`config.mk`:
```
export PLATFORM = sky130hd
export DESIGN_NAME = rs_parity_enc
export DESIGN_NICKNAME = d
export VERILOG_FILES = /design/src/rtl/rsp_pkg.sv /design/src/rtl/rsp_rst_sync.sv /design/src/rtl/rsp_gf_cmul.sv /design/src/rtl/rsp_parity_lfsr.sv /design/src/rtl/rsp_frame_ctrl.sv /design/src/rtl/rs_parity_enc.sv
export SDC_FILE = /design/constraint.sdc
export NUM_CORES = 1
export LEC_CHECK = 0
export ABC_AREA = 1
export BUFFER_PORTS_ARGS = -buffer_cell sky130_fd_sc_hd__buf_2
export CORE_MARGIN = 4
export CORE_UTILIZATION = 50
export DETAILED_ROUTE_END_ITERATION = 12
export PLACE_DENSITY = 0.7
export SYNTH_ARGS = -nofsm -noshare
export SYNTH_HDL_FRONTEND = slang
export SYNTH_SLANG_ARGS = --single-unit
export TNS_END_PERCENT = 5
```
`constraint.sdc`:
```
create_clock -name clk -period 1.8 [get_ports clk]
set_input_delay 0 -clock clk [delete_from_list [all_inputs] [get_ports clk]]
set_output_delay 0 -clock clk [all_outputs]
set_load 0.01 [all_outputs]
```
`src/rtl/rsp_pkg.sv`:
```
package rsp_pkg;
  localparam int SYM_W = 8;

  typedef enum logic [1:0] {
    ST_DATA   = 2'd0,
    ST_PAR_HI = 2'd1,
    ST_PAR_LO = 2'd2
  } rsp_state_e;
endpackage

```
`src/rtl/rsp_rst_sync.sv`:
```
module rsp_rst_sync #(
  parameter int STAGES = 2
) (
  input  logic clk,
  input  logic rst_n,
  output logic rst_core_n
);
  logic [STAGES-1:0] chain_q;

  always_ff @(posedge clk or negedge rst_n) begin
    if (!rst_n) chain_q <= '0;
    else        chain_q <= {chain_q[STAGES-2:0], 1'b1};
  end

  assign rst_core_n = chain_q[STAGES-1];
endmodule

```
`src/rtl/rsp_gf_cmul.sv`:
```
// Multiply a field element by a fixed constant: XOR of a*alpha^i for set bits.
module rsp_gf_cmul #(
  parameter int               SYM_W = 8,
  parameter logic [SYM_W:0]   POLY  = 9'h11D,
  parameter logic [SYM_W-1:0] CONST = 8'h02
) (
  input  logic [SYM_W-1:0] a,
  output logic [SYM_W-1:0] p
);
  logic [SYM_W-1:0] pw   [SYM_W];
  logic [SYM_W-1:0] term [SYM_W];

  assign pw[0] = a;

  genvar gi;
  generate
    for (gi = 1; gi < SYM_W; gi++) begin : g_pow
      assign pw[gi] = {pw[gi-1][SYM_W-2:0], 1'b0}
                    ^ ({SYM_W{pw[gi-1][SYM_W-1]}} & POLY[SYM_W-1:0]);
    end
    for (gi = 0; gi < SYM_W; gi++) begin : g_term
      if (CONST[gi]) begin : g_on
        assign term[gi] = pw[gi];
      end else begin : g_off
        assign term[gi] = '0;
      end
    end
  endgenerate

  always_comb begin
    p = '0;
    for (int i = 0; i < SYM_W; i++) p = p ^ term[i];
  end
endmodule

```
`src/rtl/rsp_parity_lfsr.sv`:
```
// Two-stage division register for g(x) = x^2 + G1*x + G0.
module rsp_parity_lfsr #(
  parameter int               SYM_W = 8,
  parameter logic [SYM_W:0]   POLY  = 9'h11D,
  parameter logic [SYM_W-1:0] G1    = 8'h03,
  parameter logic [SYM_W-1:0] G0    = 8'h02
) (
  input  logic             clk,
  input  logic             rst_n,
  input  logic             shift_en,
  input  logic             restart,
  input  logic [SYM_W-1:0] din,
  output logic [SYM_W-1:0] r_hi,
  output logic [SYM_W-1:0] r_lo
);
  logic [SYM_W-1:0] hi_q, lo_q, hi_d, lo_d;
  logic [SYM_W-1:0] fb, prev_lo, fb_g1, fb_g0;

  assign fb      = din ^ (restart ? '0 : hi_q);
  assign prev_lo = restart ? '0 : lo_q;

  rsp_gf_cmul #(.SYM_W(SYM_W), .POLY(POLY), .CONST(G1)) u_m1 (.a(fb), .p(fb_g1));
  rsp_gf_cmul #(.SYM_W(SYM_W), .POLY(POLY), .CONST(G0)) u_m0 (.a(fb), .p(fb_g0));

  always_comb begin
    hi_d = hi_q;
    lo_d = lo_q;
    if (shift_en) begin
      hi_d = prev_lo ^ fb_g1;
      lo_d = fb_g0;
    end
  end

  always_ff @(posedge clk or negedge rst_n) begin
    if (!rst_n) begin
      hi_q <= '0;
      lo_q <= '0;
    end else begin
      hi_q <= hi_d;
      lo_q <= lo_d;
    end
  end

  assign r_hi = hi_q;
  assign r_lo = lo_q;
endmodule

```
`src/rtl/rsp_frame_ctrl.sv`:
```
module rsp_frame_ctrl
  import rsp_pkg::*;
#(
  parameter int SHORT_LEN = 24,
  parameter int LONG_LEN  = 43,
  localparam int CNT_W    = $clog2(LONG_LEN + 2)
) (
  input  logic       clk,
  input  logic       rst_n,
  input  logic       live,
  input  logic       in_valid,
  input  logic       in_first,
  input  logic       in_last,
  input  logic       in_mode,
  output logic       in_ready,
  output logic       accept,
  output logic       restart,
  output logic       len_bad,
  output rsp_state_e state
);
  localparam logic [CNT_W-1:0] SHORT_C = CNT_W'(SHORT_LEN);
  localparam logic [CNT_W-1:0] LONG_C  = CNT_W'(LONG_LEN);
  localparam logic [CNT_W-1:0] CNT_MAX = {CNT_W{1'b1}};

  rsp_state_e       st_q, st_d;
  logic [CNT_W-1:0] cnt_q, cnt_d, cnt_inc;
  logic             mode_q, mode_d, mode_eff;
  logic [CNT_W-1:0] target;
  logic             len_match;

  assign in_ready = live && (st_q == ST_DATA);
  assign accept   = in_ready && in_valid;
  assign restart  = accept && in_first;

  assign cnt_inc   = (cnt_q == CNT_MAX) ? cnt_q : cnt_q + 1'b1;
  assign mode_eff  = in_first ? in_mode : mode_q;
  assign target    = mode_eff ? LONG_C : SHORT_C;
  assign len_match = ((in_first ? CNT_W'(1) : cnt_inc) == target);
  assign len_bad   = accept && in_last && !len_match;

  always_comb begin
    st_d   = st_q;
    cnt_d  = cnt_q;
    mode_d = mode_q;
    if (accept) begin
      cnt_d = in_first ? CNT_W'(1) : cnt_inc;
      if (in_first) mode_d = in_mode;
    end
    case (st_q)
      ST_DATA:   if (accept && in_last && len_match) st_d = ST_PAR_HI;
      ST_PAR_HI: st_d = ST_PAR_LO;
      ST_PAR_LO: st_d = ST_DATA;
      default:   st_d = ST_DATA;
    endcase
  end

  always_ff @(posedge clk or negedge rst_n) begin
    if (!rst_n) begin
      st_q   <= ST_DATA;
      cnt_q  <= '0;
      mode_q <= 1'b0;
    end else begin
      st_q   <= st_d;
      cnt_q  <= cnt_d;
      mode_q <= mode_d;
    end
  end

  assign state = st_q;
endmodule

```
`src/rtl/rs_parity_enc.sv`:
```
module rs_parity_enc
  import rsp_pkg::*;
#(
  parameter int             SHORT_LEN = 24,
  parameter int             LONG_LEN  = 43,
  parameter logic [SYM_W:0] POLY      = 9'h11D
) (
  input  logic             clk,
  input  logic             rst_n,
  input  logic             in_valid,
  input  logic             in_first,
  input  logic             in_last,
  input  logic             in_mode,
  input  logic [SYM_W-1:0] in_data,
  output logic             in_ready,
  output logic             out_valid,
  output logic [SYM_W-1:0] out_data,
  output logic             out_first,
  output logic             out_last,
  output logic             out_parity,
  output logic             len_err
);
  logic             rst_core_n;
  logic             accept, restart, len_bad;
  rsp_state_e       state;
  logic [SYM_W-1:0] r_hi, r_lo;

  logic             vld_d, fst_d, lst_d, par_d, err_d;
  logic [SYM_W-1:0] dat_d;

  rsp_rst_sync #(.STAGES(2)) u_rst (
    .clk(clk), .rst_n(rst_n), .rst_core_n(rst_core_n)
  );

  rsp_frame_ctrl #(.SHORT_LEN(SHORT_LEN), .LONG_LEN(LONG_LEN)) u_ctrl (
    .clk(clk), .rst_n(rst_core_n), .live(rst_core_n),
    .in_valid(in_valid), .in_first(in_first), .in_last(in_last),
    .in_mode(in_mode), .in_ready(in_ready), .accept(accept),
    .restart(restart), .len_bad(len_bad), .state(state)
  );

  rsp_parity_lfsr #(.SYM_W(SYM_W), .POLY(POLY), .G1(8'h03), .G0(8'h02)) u_lfsr (
    .clk(clk), .rst_n(rst_core_n), .shift_en(accept), .restart(restart),
    .din(in_data), .r_hi(r_hi), .r_lo(r_lo)
  );

  always_comb begin
    vld_d = 1'b0;
    fst_d = 1'b0;
    lst_d = 1'b0;
    par_d = 1'b0;
    err_d = 1'b0;
    dat_d = out_data;
    if (accept) begin
      vld_d = 1'b1;
      dat_d = in_data;
      fst_d = in_first;
      lst_d = len_bad;
      err_d = len_bad;
    end else if (state == ST_PAR_HI) begin
      vld_d = 1'b1;
      dat_d = r_hi;
      par_d = 1'b1;
    end else if (state == ST_PAR_LO) begin
      vld_d = 1'b1;
      dat_d = r_lo;
      par_d = 1'b1;
      lst_d = 1'b1;
    end
  end

  always_ff @(posedge clk or negedge rst_core_n) begin
    if (!rst_core_n) begin
      out_valid  <= 1'b0;
      out_data   <= '0;
      out_first  <= 1'b0;
      out_last   <= 1'b0;
      out_parity <= 1'b0;
      len_err    <= 1'b0;
    end else begin
      out_valid  <= vld_d;
      out_data   <= dat_d;
      out_first  <= fst_d;
      out_last   <= lst_d;
      out_parity <= par_d;
      len_err    <= err_d;
    end
  end
endmodule

```
==> summary.txt <==
Synthesis
  • Mean Syn Cell Area: 7.26 um^2
  • Post-synth EDFFs: 0
  • Syn Nets: 357
  • Most common flop cell mapped by yosys: dfrtp_1
  • Post-Syn Area: 2450 um^2
  • #FFs+latches synth: 40
  • Unique cell type count in the Yosys netlist: 36
  • Instance count of the mapped netlist: 338
  • Yosys warnings: 0
  • Seq/Total Area, Yosys: 0.408
  • Async set-reset flop share out of synthesis: 1.00

Die
  • Die Height: 78.1 um
  • Cell row count: 25
  • CORE AREA: approximately 4800 um^2
  • IO Pins: 28
  • Die area: 6090 um^2
  • Initial Utilization: 0.516
  • Die X-Extent: 78.1 um

Placement
  • Post-DP HPWL: 4.34 mm
  • I/O Buffers: 27
  • GPL Wtd Cong: approximately 0.84

GRT
  • Vias in the first global route: 2,329
  • Total GRT Usage: 0.218
  • Global-route wire length before repair: around 11 mm
  • Total congestion overflow: 0
  • Initial antenna violation count: 0
  • Largest net degree at the start of global routing: 29

Finish
  • Layout fillers: 412
  • Area grow syn2layout: 32.1%
  • Commonest cells after routing, fill and taps aside: nand2_1 (111), dfrtp_1 (39), o21ai_0 (31)
  • Most common cell after layout, fill and taps aside: nand2_1
  • Ratio of cells with drive above 1 in the final layout: 0.304
  • Nets: 413
  • N_diodes: 0

Timing
  • Tcrit/Tclk final: 1.01
  • Setup Viol. Count Final: 2
  • Setup Skew: 0.0107 ns
  • Worst hold slack: between 0.009 and 0.01 ns
  • Final min period: around 1.8 ns
  • Final hold vios: 0
  • Max Transition Viols Final: 0
  • RSZ-0062 raised after global routing: true
  • Max Fclk: 548 MHz
  • Setup ws final: -0.0245 ns

CTS
  • Num CTS Buffers: 5
  • CTS HTree Levels: 2
  • CTS tree: built
  • Clock transition at path regs: 0.08 ns
  • Clock Latency Late Sink: 0.30 ns
  • CTS Sinks: 40
  • Clk buf depth: 2
  • Root buffer cell: clkbuf_8

Critical path
  • CP Capture Type: flip-flop
  • Req. time, crit path: 2.03 ns
  • Arrival @ worst endpoint: slightly above 2 ns
  • Crit path kind: flip-flop to flip-flop
  • Critical path buffers and inverters: 3
  • CP max-delay cell: dfrtp_1
  • Worst Setup Start Kind: flip-flop
  • Slowest stage delay, CP: 0.39 ns
  • Top delay family on crit path: simple AND/OR/NAND/NOR gates
  • CP max FO: 7
  • Worst-path cell chain: inv_2 -> ha_4 -> nand4_4 -> buf_12 -> nand2_4 -> nand2_2 -> nand2_2 -> buf_4 -> nand2_2 -> nand2_2 -> nand2_1 -> nand2_1 -> nand2_1 -> nand2_1

Drt
  • Routed wire per std cell: 14.7 um
  • Via Count: around 2,500
  • DR iter-0 viols: ~260
  • Via/cell ratio: ~5.4
  • Post-Route WL: 6.79 mm
  • Remaining DRCs: 0
  • Initial DRT Pass Iterations: 4
  • ANT nets after route: 0

Worst hold path
  • Hold Path Class: primary input to asynchronous set/reset pin

Run status
  • Status: finished with violations
  • Failing checks: negative setup slack

Power and ir drop
  • Maximum VDD drop: 0.000816 V
  • Tot Pwr: 5.50 mW
  • Power Density: 1700 nW/um^2
  • Pleak: 1.64 nW

Run
  • Maxcap violations: 0
[synth_stat cells, types with 2 or more instances]
master / count / share of area
nor2_1: 23 / 0.035
a21oi_1: 5 / 0.010
nand3_1: 27 / 0.055
clkbuf_1: 4 / 0.0061
o21ai_1: 2 / 0.0041
a31oi_1: 3 / 0.0076
o21ai_0: 31 / 0.063
xor2_2: 3 / 0.020
inv_1: 24 / 0.037
nor2_2: 3 / 0.0076
nor2_4: 2 / 0.0092
nand4_1: 5 / 0.013
nand2_1: 129 / 0.20
buf_2: 2 / 0.0041
dfrtp_1: 40 / 0.41
nand2_4: 2 / 0.0092
a21boi_0: 2 / 0.0061
xor2_1: 3 / 0.011
ha_1: 5 / 0.025
nand3_2: 2 / 0.0082
xnor2_1: 6 / 0.021
[through the flow]
| stage | std cells | worst slack (ns) | cell area (um^2) | util | TNS [ns] |
|---|---|---|---|---|---|
| 2_1_floorplan | 338 | 0.00456 | 2460 | - | 0 |
| 3_3_place_gp | 444 | 0.0195 | 2800 | 0.589 | 0 |
| 3_5_place_dp | 444 | -0.103 | 2800 | 0.589 | -0.182 |
| 4_1_cts | 455 | 0.00131 | 2990 | 0.629 | 0 |
| 5_1_grt | 462 | -0.0958 | 3240 | 0.682 | -0.614 |
| 6_report | 462 | -0.0245 | 3240 | 0.682 | -0.0290 |
[worst register-to-register path, cell delays in order, from the launching register on]
cell	delay, ns
dfrtp_1	0.39
inv_2	0.09
ha_4	0.16
nand4_4	0.14
buf_12	0.20
nand2_4	0.08
nand2_2	0.08
nand2_2	0.11
buf_4	0.13
nand2_2	0.06
nand2_2	0.10
nand2_1	0.06
nand2_1	0.07
nand2_1	0.05
nand2_1	0.06
[metal layers]
metal	GRT usage	wire length, um
met1	0.271	2760
met2	0.371	3450
met3	0.0470	415
met4	0.0804	164
met5	0	0
[registers in the layout (all words and copies together), names as in the netlist]
register	cells
len_err	1
out_data	8
out_first	1
out_last	1
out_parity	1
out_valid	1
u_ctrl.cnt_q	6
u_ctrl.mode_q	1
u_ctrl.state	2
u_lfsr.r_hi	8
u_lfsr.r_lo	8
u_rst.chain_q	2
[final cells by class]
class                      instances  area, um^2  share of cell area
clock buffer                       6        72.6              0.0224
clock inverter                     2        35.0              0.0108
inverter                          26        97.6              0.0301
multi-input combinational        263        1520               0.467
sequential                        40        1000               0.310
tap                               67        83.8              0.0259
timing repair buffer              58         433               0.134
[kinds of logic after synthesis]
family                   Yosys count  synth area share
flip-flops                        40             0.408
buffers and inverters             35            0.0591
AO/OA/AOI/OAI                     46             0.100
AND/OR/NAND/NOR                  199             0.354
adder cells (fa/ha/maj)            5            0.0255
other                              1           0.00153
XOR/XNOR                          12            0.0520
[power breakdown]
part / internal (mW) / switching (mW) / total [mW]
clock network: 0.412 / 0.331 / 0.744
registers: 1.29 / 0.322 / 1.61
logic: 1.35 / 1.79 / 3.14
total: 3.05 / 2.45 / 5.50
[what timing repair did]
action / 4_1_cts / 5_1_grt
setup buffers: 1 / 6
gates resized for setup: 7 / 44
hold endpoints to repair: 2 / 0
hold buffers: 1 / 0
setup endpoints to repair: 5 / 20
pin swaps: 1 / 15
cloned: 1 / 1
[final timing paths]
check                                       startpoint                    endpoint  slack (ns)  cells past startpoint
setup reg to reg           u_ctrl.state[1]$_DFFE_PN0P_  u_lfsr.r_hi[3]$_DFFE_PN0N_       -0.02                     14
hold reg to reg             u_rst.chain_q[1]$_DFF_PN0_     out_data[1]$_DFFE_PN0P_        0.32                      1
min in group clk                            in_data[2]     out_data[2]$_DFFE_PN0P_        0.01                      3
hold / removal                                   rst_n  u_rst.chain_q[1]$_DFF_PN0_        0.01                      2
setup / recovery           u_ctrl.state[1]$_DFFE_PN0P_  u_lfsr.r_hi[3]$_DFFE_PN0N_       -0.02                     14
max in group asynchronous   u_rst.chain_q[1]$_DFF_PN0_  u_lfsr.r_hi[3]$_DFFE_PN0N_        1.18                      1
Power figures use the tool's default switching activity.
